$ cat src/rtl/tmr8_pkg.sv
// Package: shared types and constants for the prescaled overflow timer.
// Assumes an 8-bit register bus with a 2-bit address.
package tmr8_pkg;

    // Clock source select codes; the numeric values are the software encoding.
    typedef enum logic [2:0] {
        CS_STOP     = 3'd0,
        CS_DIV1     = 3'd1,
        CS_DIV8     = 3'd2,
        CS_DIV64    = 3'd3,
        CS_DIV256   = 3'd4,
        CS_DIV1024  = 3'd5,
        CS_EXT_FALL = 3'd6,
        CS_EXT_RISE = 3'd7
    } clk_sel_e;

    localparam logic [1:0] ADDR_CTRL  = 2'd0;
    localparam logic [1:0] ADDR_COUNT = 2'd1;
    localparam logic [1:0] ADDR_MASK  = 2'd2;
    localparam logic [1:0] ADDR_FLAG  = 2'd3;

    localparam int PRE_W    = 10;
    localparam int NUM_TAPS = 4;

    // Number of prescaler low bits that must be all ones for tap i.
    function automatic int tap_bits(input int i);
        case (i)
            0:       return 3;
            1:       return 6;
            2:       return 8;
            default: return 10;
        endcase
    endfunction

endpackage

$ cat src/rtl/tmr8_prescaler.sv
// Module: free-running prescaler that produces one-cycle tick pulses.
// Tap i pulses when the low tap_bits(i) bits of the counter are all ones.
// Assumes the counter is never cleared except by reset.
module tmr8_prescaler
    import tmr8_pkg::*;
#(
    parameter int W     = PRE_W,
    parameter int NTAPS = NUM_TAPS
) (
    input  logic             clk,
    input  logic             rst_n,
    output logic [NTAPS-1:0] tick
);

    logic [W-1:0] pre_q;

    // Free-running divide counter.
    always_ff @(posedge clk) begin
        if (!rst_n) pre_q <= '0;
        else        pre_q <= pre_q + 1'b1;
    end

    for (genvar i = 0; i < NTAPS; i++) begin : g_tap
        localparam int B = tap_bits(i);
        assign tick[i] = &pre_q[B-1:0];
    end

    // a coarser tap can only fire together with every finer tap.
    for (genvar j = 1; j < NTAPS; j++) begin : g_nest
        a_r4_tap_nesting: assert property (@(posedge clk) disable iff (!rst_n)
            tick[j] |-> tick[j-1]);
    end

endmodule

$ cat src/rtl/tmr8_edge_sync.sv
// Module: synchronizes an asynchronous pin and flags its edges.
// Uses STAGES flops plus one history flop; each edge gives a one-cycle pulse.
// Assumes each pin level is held for longer than one system clock.
module tmr8_edge_sync #(
    parameter int STAGES = 2
) (
    input  logic clk,
    input  logic rst_n,
    input  logic pin,
    output logic rise,
    output logic fall
);

    localparam int SH_W = STAGES + 1;

    logic [SH_W-1:0] sh_q;

    // Synchronizer chain with one extra stage of history.
    always_ff @(posedge clk) begin
        if (!rst_n) sh_q <= '0;
        else        sh_q <= {sh_q[SH_W-2:0], pin};
    end

    assign rise = sh_q[STAGES-1] & ~sh_q[STAGES];
    assign fall = ~sh_q[STAGES-1] & sh_q[STAGES];

    // a single sample can never be both a rising and a falling edge.
    a_r5_edge_exclusive: assert property (@(posedge clk) disable iff (!rst_n)
        !(rise && fall));

    // an edge pulse lasts a single cycle.
    a_r5_rise_single: assert property (@(posedge clk) disable iff (!rst_n)
        rise |=> !rise);

endmodule

$ cat src/rtl/tmr8_count_unit.sv
// Module: count register with load priority and a sticky overflow flag.
// A load beats an increment; an overflow set beats a flag clear.
module tmr8_count_unit #(
    parameter int W = 8
) (
    input  logic         clk,
    input  logic         rst_n,
    input  logic         cnt_en,
    input  logic         load,
    input  logic [W-1:0] load_data,
    input  logic         flag_clr,
    output logic [W-1:0] count,
    output logic         flag
);

    localparam logic [W-1:0] TOP = '1;

    logic wrap;

    assign wrap = cnt_en && !load && (count == TOP);

    // Count register: a load wins, otherwise increment on enable.
    always_ff @(posedge clk) begin
        if (!rst_n)      count <= '0;
        else if (load)   count <= load_data;
        else if (cnt_en) count <= count + 1'b1;
    end

    // Overflow flag: set on wrap, else cleared on request.
    always_ff @(posedge clk) begin
        if (!rst_n)        flag <= 1'b0;
        else if (wrap)     flag <= 1'b1;
        else if (flag_clr) flag <= 1'b0;
    end

    a_r2_hold: assert property (@(posedge clk) disable iff (!rst_n)
        (!cnt_en && !load) |=> $stable(count));

    a_r6_load_wins: assert property (@(posedge clk) disable iff (!rst_n)
        load |=> (count == $past(load_data)));

    a_r7_wrap_sets: assert property (@(posedge clk) disable iff (!rst_n)
        (cnt_en && !load && count == TOP) |=> (flag && count == '0));

    a_r8_clear: assert property (@(posedge clk) disable iff (!rst_n)
        (flag_clr && !(cnt_en && !load && count == TOP)) |=> !flag);

endmodule

$ cat src/rtl/tmr8_overflow_timer.sv
// Module: top of the prescaled 8-bit overflow timer.
// Holds the control and mask registers, picks the count enable from the
// select code, decodes the register bus and forms the interrupt request.
// Assumes ext_clk is asynchronous; the bus read path is combinational.
module tmr8_overflow_timer
    import tmr8_pkg::*;
#(
    parameter int DATA_W      = 8,
    parameter int SYNC_STAGES = 2
) (
    input  logic              clk,
    input  logic              rst_n,
    input  logic              wr_en,
    input  logic [1:0]        wr_addr,
    input  logic [DATA_W-1:0] wr_data,
    input  logic [1:0]        rd_addr,
    output logic [DATA_W-1:0] rd_data,
    input  logic              irq_ack,
    input  logic              global_ie,
    input  logic              ext_clk,
    output logic              irq_req
);

    localparam int CS_W = 3;

    clk_sel_e              sel_q;
    logic                  mask_q;
    logic [NUM_TAPS-1:0]   tick;
    logic                  ext_rise;
    logic                  ext_fall;
    logic                  cnt_en;
    logic                  load;
    logic                  flag_clr;
    logic [DATA_W-1:0]     count;
    logic                  flag;

    tmr8_prescaler #(.W(PRE_W), .NTAPS(NUM_TAPS)) i_pre (
        .clk  (clk),
        .rst_n(rst_n),
        .tick (tick)
    );

    tmr8_edge_sync #(.STAGES(SYNC_STAGES)) i_sync (
        .clk  (clk),
        .rst_n(rst_n),
        .pin  (ext_clk),
        .rise (ext_rise),
        .fall (ext_fall)
    );

    // Control and mask registers; only the implemented bits are stored.
    always_ff @(posedge clk) begin
        if (!rst_n) begin
            sel_q  <= CS_STOP;
            mask_q <= 1'b0;
        end else if (wr_en) begin
            if (wr_addr == ADDR_CTRL) sel_q  <= clk_sel_e'(wr_data[CS_W-1:0]);
            if (wr_addr == ADDR_MASK) mask_q <= wr_data[0];
        end
    end

    // Count enable selection from the clock-select code.
    always_comb begin
        case (sel_q)
            CS_DIV1:     cnt_en = 1'b1;
            CS_DIV8:     cnt_en = tick[0];
            CS_DIV64:    cnt_en = tick[1];
            CS_DIV256:   cnt_en = tick[2];
            CS_DIV1024:  cnt_en = tick[3];
            CS_EXT_FALL: cnt_en = ext_fall;
            CS_EXT_RISE: cnt_en = ext_rise;
            default:     cnt_en = 1'b0;
        endcase
    end

    assign load     = wr_en && (wr_addr == ADDR_COUNT);
    assign flag_clr = irq_ack || (wr_en && (wr_addr == ADDR_FLAG) && wr_data[0]);

    tmr8_count_unit #(.W(DATA_W)) i_cnt (
        .clk      (clk),
        .rst_n    (rst_n),
        .cnt_en   (cnt_en),
        .load     (load),
        .load_data(wr_data),
        .flag_clr (flag_clr),
        .count    (count),
        .flag     (flag)
    );

    // Read multiplexer; unimplemented bits read as zero.
    always_comb begin
        rd_data = '0;
        case (rd_addr)
            ADDR_CTRL:  rd_data[CS_W-1:0] = sel_q;
            ADDR_COUNT: rd_data           = count;
            ADDR_MASK:  rd_data[0]        = mask_q;
            default:    rd_data[0]        = flag;
        endcase
    end

    assign irq_req = flag && mask_q && global_ie;

    a_r3_every_clock: assert property (@(posedge clk) disable iff (!rst_n)
        (sel_q == CS_DIV1 && !load) |=> (count == $past(count) + 1'b1));

    a_r2_stopped: assert property (@(posedge clk) disable iff (!rst_n)
        (sel_q == CS_STOP && !load) |=> $stable(count));

    a_r9_gate: assert property (@(posedge clk) disable iff (!rst_n)
        (!global_ie || !flag) |-> !irq_req);

    a_r10_ctrl_upper_zero: assert property (@(posedge clk) disable iff (!rst_n)
        (rd_addr == ADDR_CTRL) |-> (rd_data[DATA_W-1:CS_W] == '0));

endmodule

$ cat config.mk
export PLATFORM = sky130hd
export DESIGN_NAME = tmr8_overflow_timer
export DESIGN_NICKNAME = d
export VERILOG_FILES = /design/src/rtl/tmr8_pkg.sv /design/src/rtl/tmr8_prescaler.sv /design/src/rtl/tmr8_edge_sync.sv /design/src/rtl/tmr8_count_unit.sv /design/src/rtl/tmr8_overflow_timer.sv
export SDC_FILE = /design/constraint.sdc
export NUM_CORES = 1
export LEC_CHECK = 0
export CORE_ASPECT_RATIO = 0.6
export CORE_UTILIZATION = 55
export CTS_CLUSTER_DIAMETER = 200
export DETAILED_ROUTE_END_ITERATION = 10
export DONT_BUFFER_PORTS = 1
export GPL_TIMING_DRIVEN = 0
export PLACE_DENSITY = 0.69
export SLEW_MARGIN = 10
export SYNTH_ARGS = -nofsm -noshare
export SYNTH_HDL_FRONTEND = slang
export SYNTH_SLANG_ARGS = --single-unit
$ cat constraint.sdc
create_clock -name clk -period 6.1 [get_ports clk]
set_clock_uncertainty 0.15 [all_clocks]
set_input_delay 0.915 -clock clk [delete_from_list [all_inputs] [get_ports clk]]
set_output_delay 0.915 -clock clk [all_outputs]
set_load 0.1 [all_outputs]
==> out/metrics.cfg <==
[placement]
portBuffers=0
dpl.hpwl_um=2150
gp_congestion=0.736
place_area_sq_um=1380

[timing]
period_needed_ns=3.11
fin_setup_tns_ns=0
max_freq_mhz=322
setup_viol=0
worst_pin_slew_ns=1.06
finalHoldViolations=0
drv_slew=0
min_period_over_period=0.509
slew_headroom=0.290
rsz0062_at_grt=false

[setup_path]
path_depth=2
cp_num_buf_inv=0
r2r_slack_ns=3.89
worstPathRequired_ns=5.03
crit_chain=nor2b_1 > and2_1
ff2ff_path_depth=7
endpoint_kind=output port
path_class=primary input to output port
worst-path-max-fanout=5
path_delay_family=simple AND/OR/NAND/NOR gates
critPathSlowestCell=and2_1
worstPathArrival_ns=2.04
cp_slowest_stage_delay_ns=0.83
startpoint_type=primary input

[clock_network]
clock-sinks=26
cts_tree=yes
post_cts_buffers=0
clockBufferDepth=2
cts_inserted_buffers=3
post_cts_resized=0
cts_hold_buf=0
root_buffer=clkbuf_8
htree_levels=1
worstSkewPairLatency_ns=0.27
clk_pin_slew_ns=0.08

[die]
io_pins=27
die_w_um=65.6
start_util=0.599
die_y_um=40.2
core_sq_um=2230
rows=13
die_area_sq_um=2630

[detailed_routing]
wl_per_cell_um=16.0
num_vias=1097
drt_iter0_markers=68
drt_pass1_iterations=4
postRouteAntennaNets=0
wl_um=2890
drc_errors=0
vias_per_cell=6.06

[synthesis]
async_flop_share=0
yosys.cell_count.top_type=dfxtp_1
netlist_area_sq_um=1340
synthFlopType=dfxtp_1
avgSynthCellArea_sq_um=9.08
yosys.area.top_type=dfxtp_1
synth_edf_count=0
synthDistinctLibCells=38
netlist_instances=147
netlist_top_cells_count=26 x dfxtp_1, 16 x and2_1, 15 x o21ai_0
yosysWarnings=0
synth-seq-area-share=0.390
syn_nets=168
synth.top_cell.area_share=0.390
yosys-top-cells-area=dfxtp_1 39%, and2_1 7.5%, o21ai_0 5.6%
synth-seq-cells=26

[power]
p_switching_mw=0.0802
switching_share=0.247
p_total_mw=0.325
ir_drop_mv=0.164
power.share.clock=0.341
power.density_nw_per_um2=227
power.share.sequential=0.561
pwr-share-comb=0.098
power_leakage_nw=0.509
internal_power_mw=0.245

[worst_hold_path]
hold_class=flip-flop to flip-flop
worstHoldPathCells=1

[finish]
drive_gt1_frac=0.106
antenna_cells=0
area_growth_pct=7.31
fin_nets=173
final_area_sq_um=1430

[grt]
track_usage=0.247
grt_pass1_wl_um=4560
grt_overflow_total=0
antenna_found_initial=0
grt_max_degree=15
grt_pass1_vias=975

[status]
status=finished clean

[run]
maxCapViolations=0

layer usage:
layer	vias to the layer above	global-route usage	routed length, um
met4	0	0.0707	28
met3	6	0.0938	226
met2	41	0.371	1200
met5	-	0	0
li1	543	-	-
met1	507	0.333	1430
area by class of cell:
class | count | area, sq um
fillers | 186 | 796
inverters | 1 | 3.75
flip-flops and latches | 26 | 520
clock buffers | 4 | 55.1
well taps | 30 | 37.5
plain buffers | 4 | 27.5
multi-input cells | 116 | 788
flip-flops by register name, summed over array words and instances, names as in the netlist:
name	cells
i_sync.sh_q	3
i_pre.pre_q	10
i_cnt.flag	1
i_cnt.count	8
mask_q	1
sel_q	3
kinds of logic (layout without fill, tap and decap cells):
kind of cell               count (synthesis)  count (layout)  share of synthesized area
and+or+nand+nor                           68              68                      0.300
AOI/OAI and AO/OA                         32              32                      0.157
DFF                                       26              26                      0.390
muxes                                      7               7                     0.0619
xor gates and xnor gates                   6               6                     0.0394
buffers and inverters                      5               9                     0.0234
adders and majority gates                  3               3                     0.0281
placed cells by master, fill, tap and decap left out, drive strengths merged, types with 3 or more instances in the layout:
master  Yosys  final
nand2      11     11
and2       18     18
clkbuf      2      6
a31oi       7      7
o21ai      15     15
nand3       8      8
ha          3      3
or3         8      8
xnor2       4      4
dfxtp      26     26
nand4       3      3
nor2b       6      6
mux2i       6      6
worst paths after layout:
check	startpoint	endpoint
worst max-delay path	rd_addr[0]	rd_data[3]
worst min-delay path	i_sync.sh_q[0]$_SDFF_PN0_	i_sync.sh_q[1]$_SDFF_PN0_
worst max register to register	i_pre.pre_q[0]$_SDFF_PN0_	i_cnt.count[2]$_SDFFE_PN0P_
worst min register to register	i_sync.sh_q[0]$_SDFF_PN0_	i_sync.sh_q[1]$_SDFF_PN0_
metrics by stage:
stage	utilization	setup slack [ns]	hold slack, ns	cells
floorplan	-	2.76	0.262	147
global placement	0.616	2.73	0.266	177
detailed placement	0.618	2.99	0.297	177
CTS	0.643	2.99	0.318	181
global route	0.643	2.93	0.319	181
finish	0.643	2.99	0.306	181
power by group through the flow:
stage	Sequential, mW	Combinational [mW]	Clock (mW)
floorplan	0.184	0.0271	0
global route	0.183	0.0352	0.120
finish	0.182	0.0319	0.111
detailed placement	0.186	0.0316	0
global placement	0.185	0.0306	0
CTS	0.182	0.0320	0.113
(Power assumes the default switching activity.)
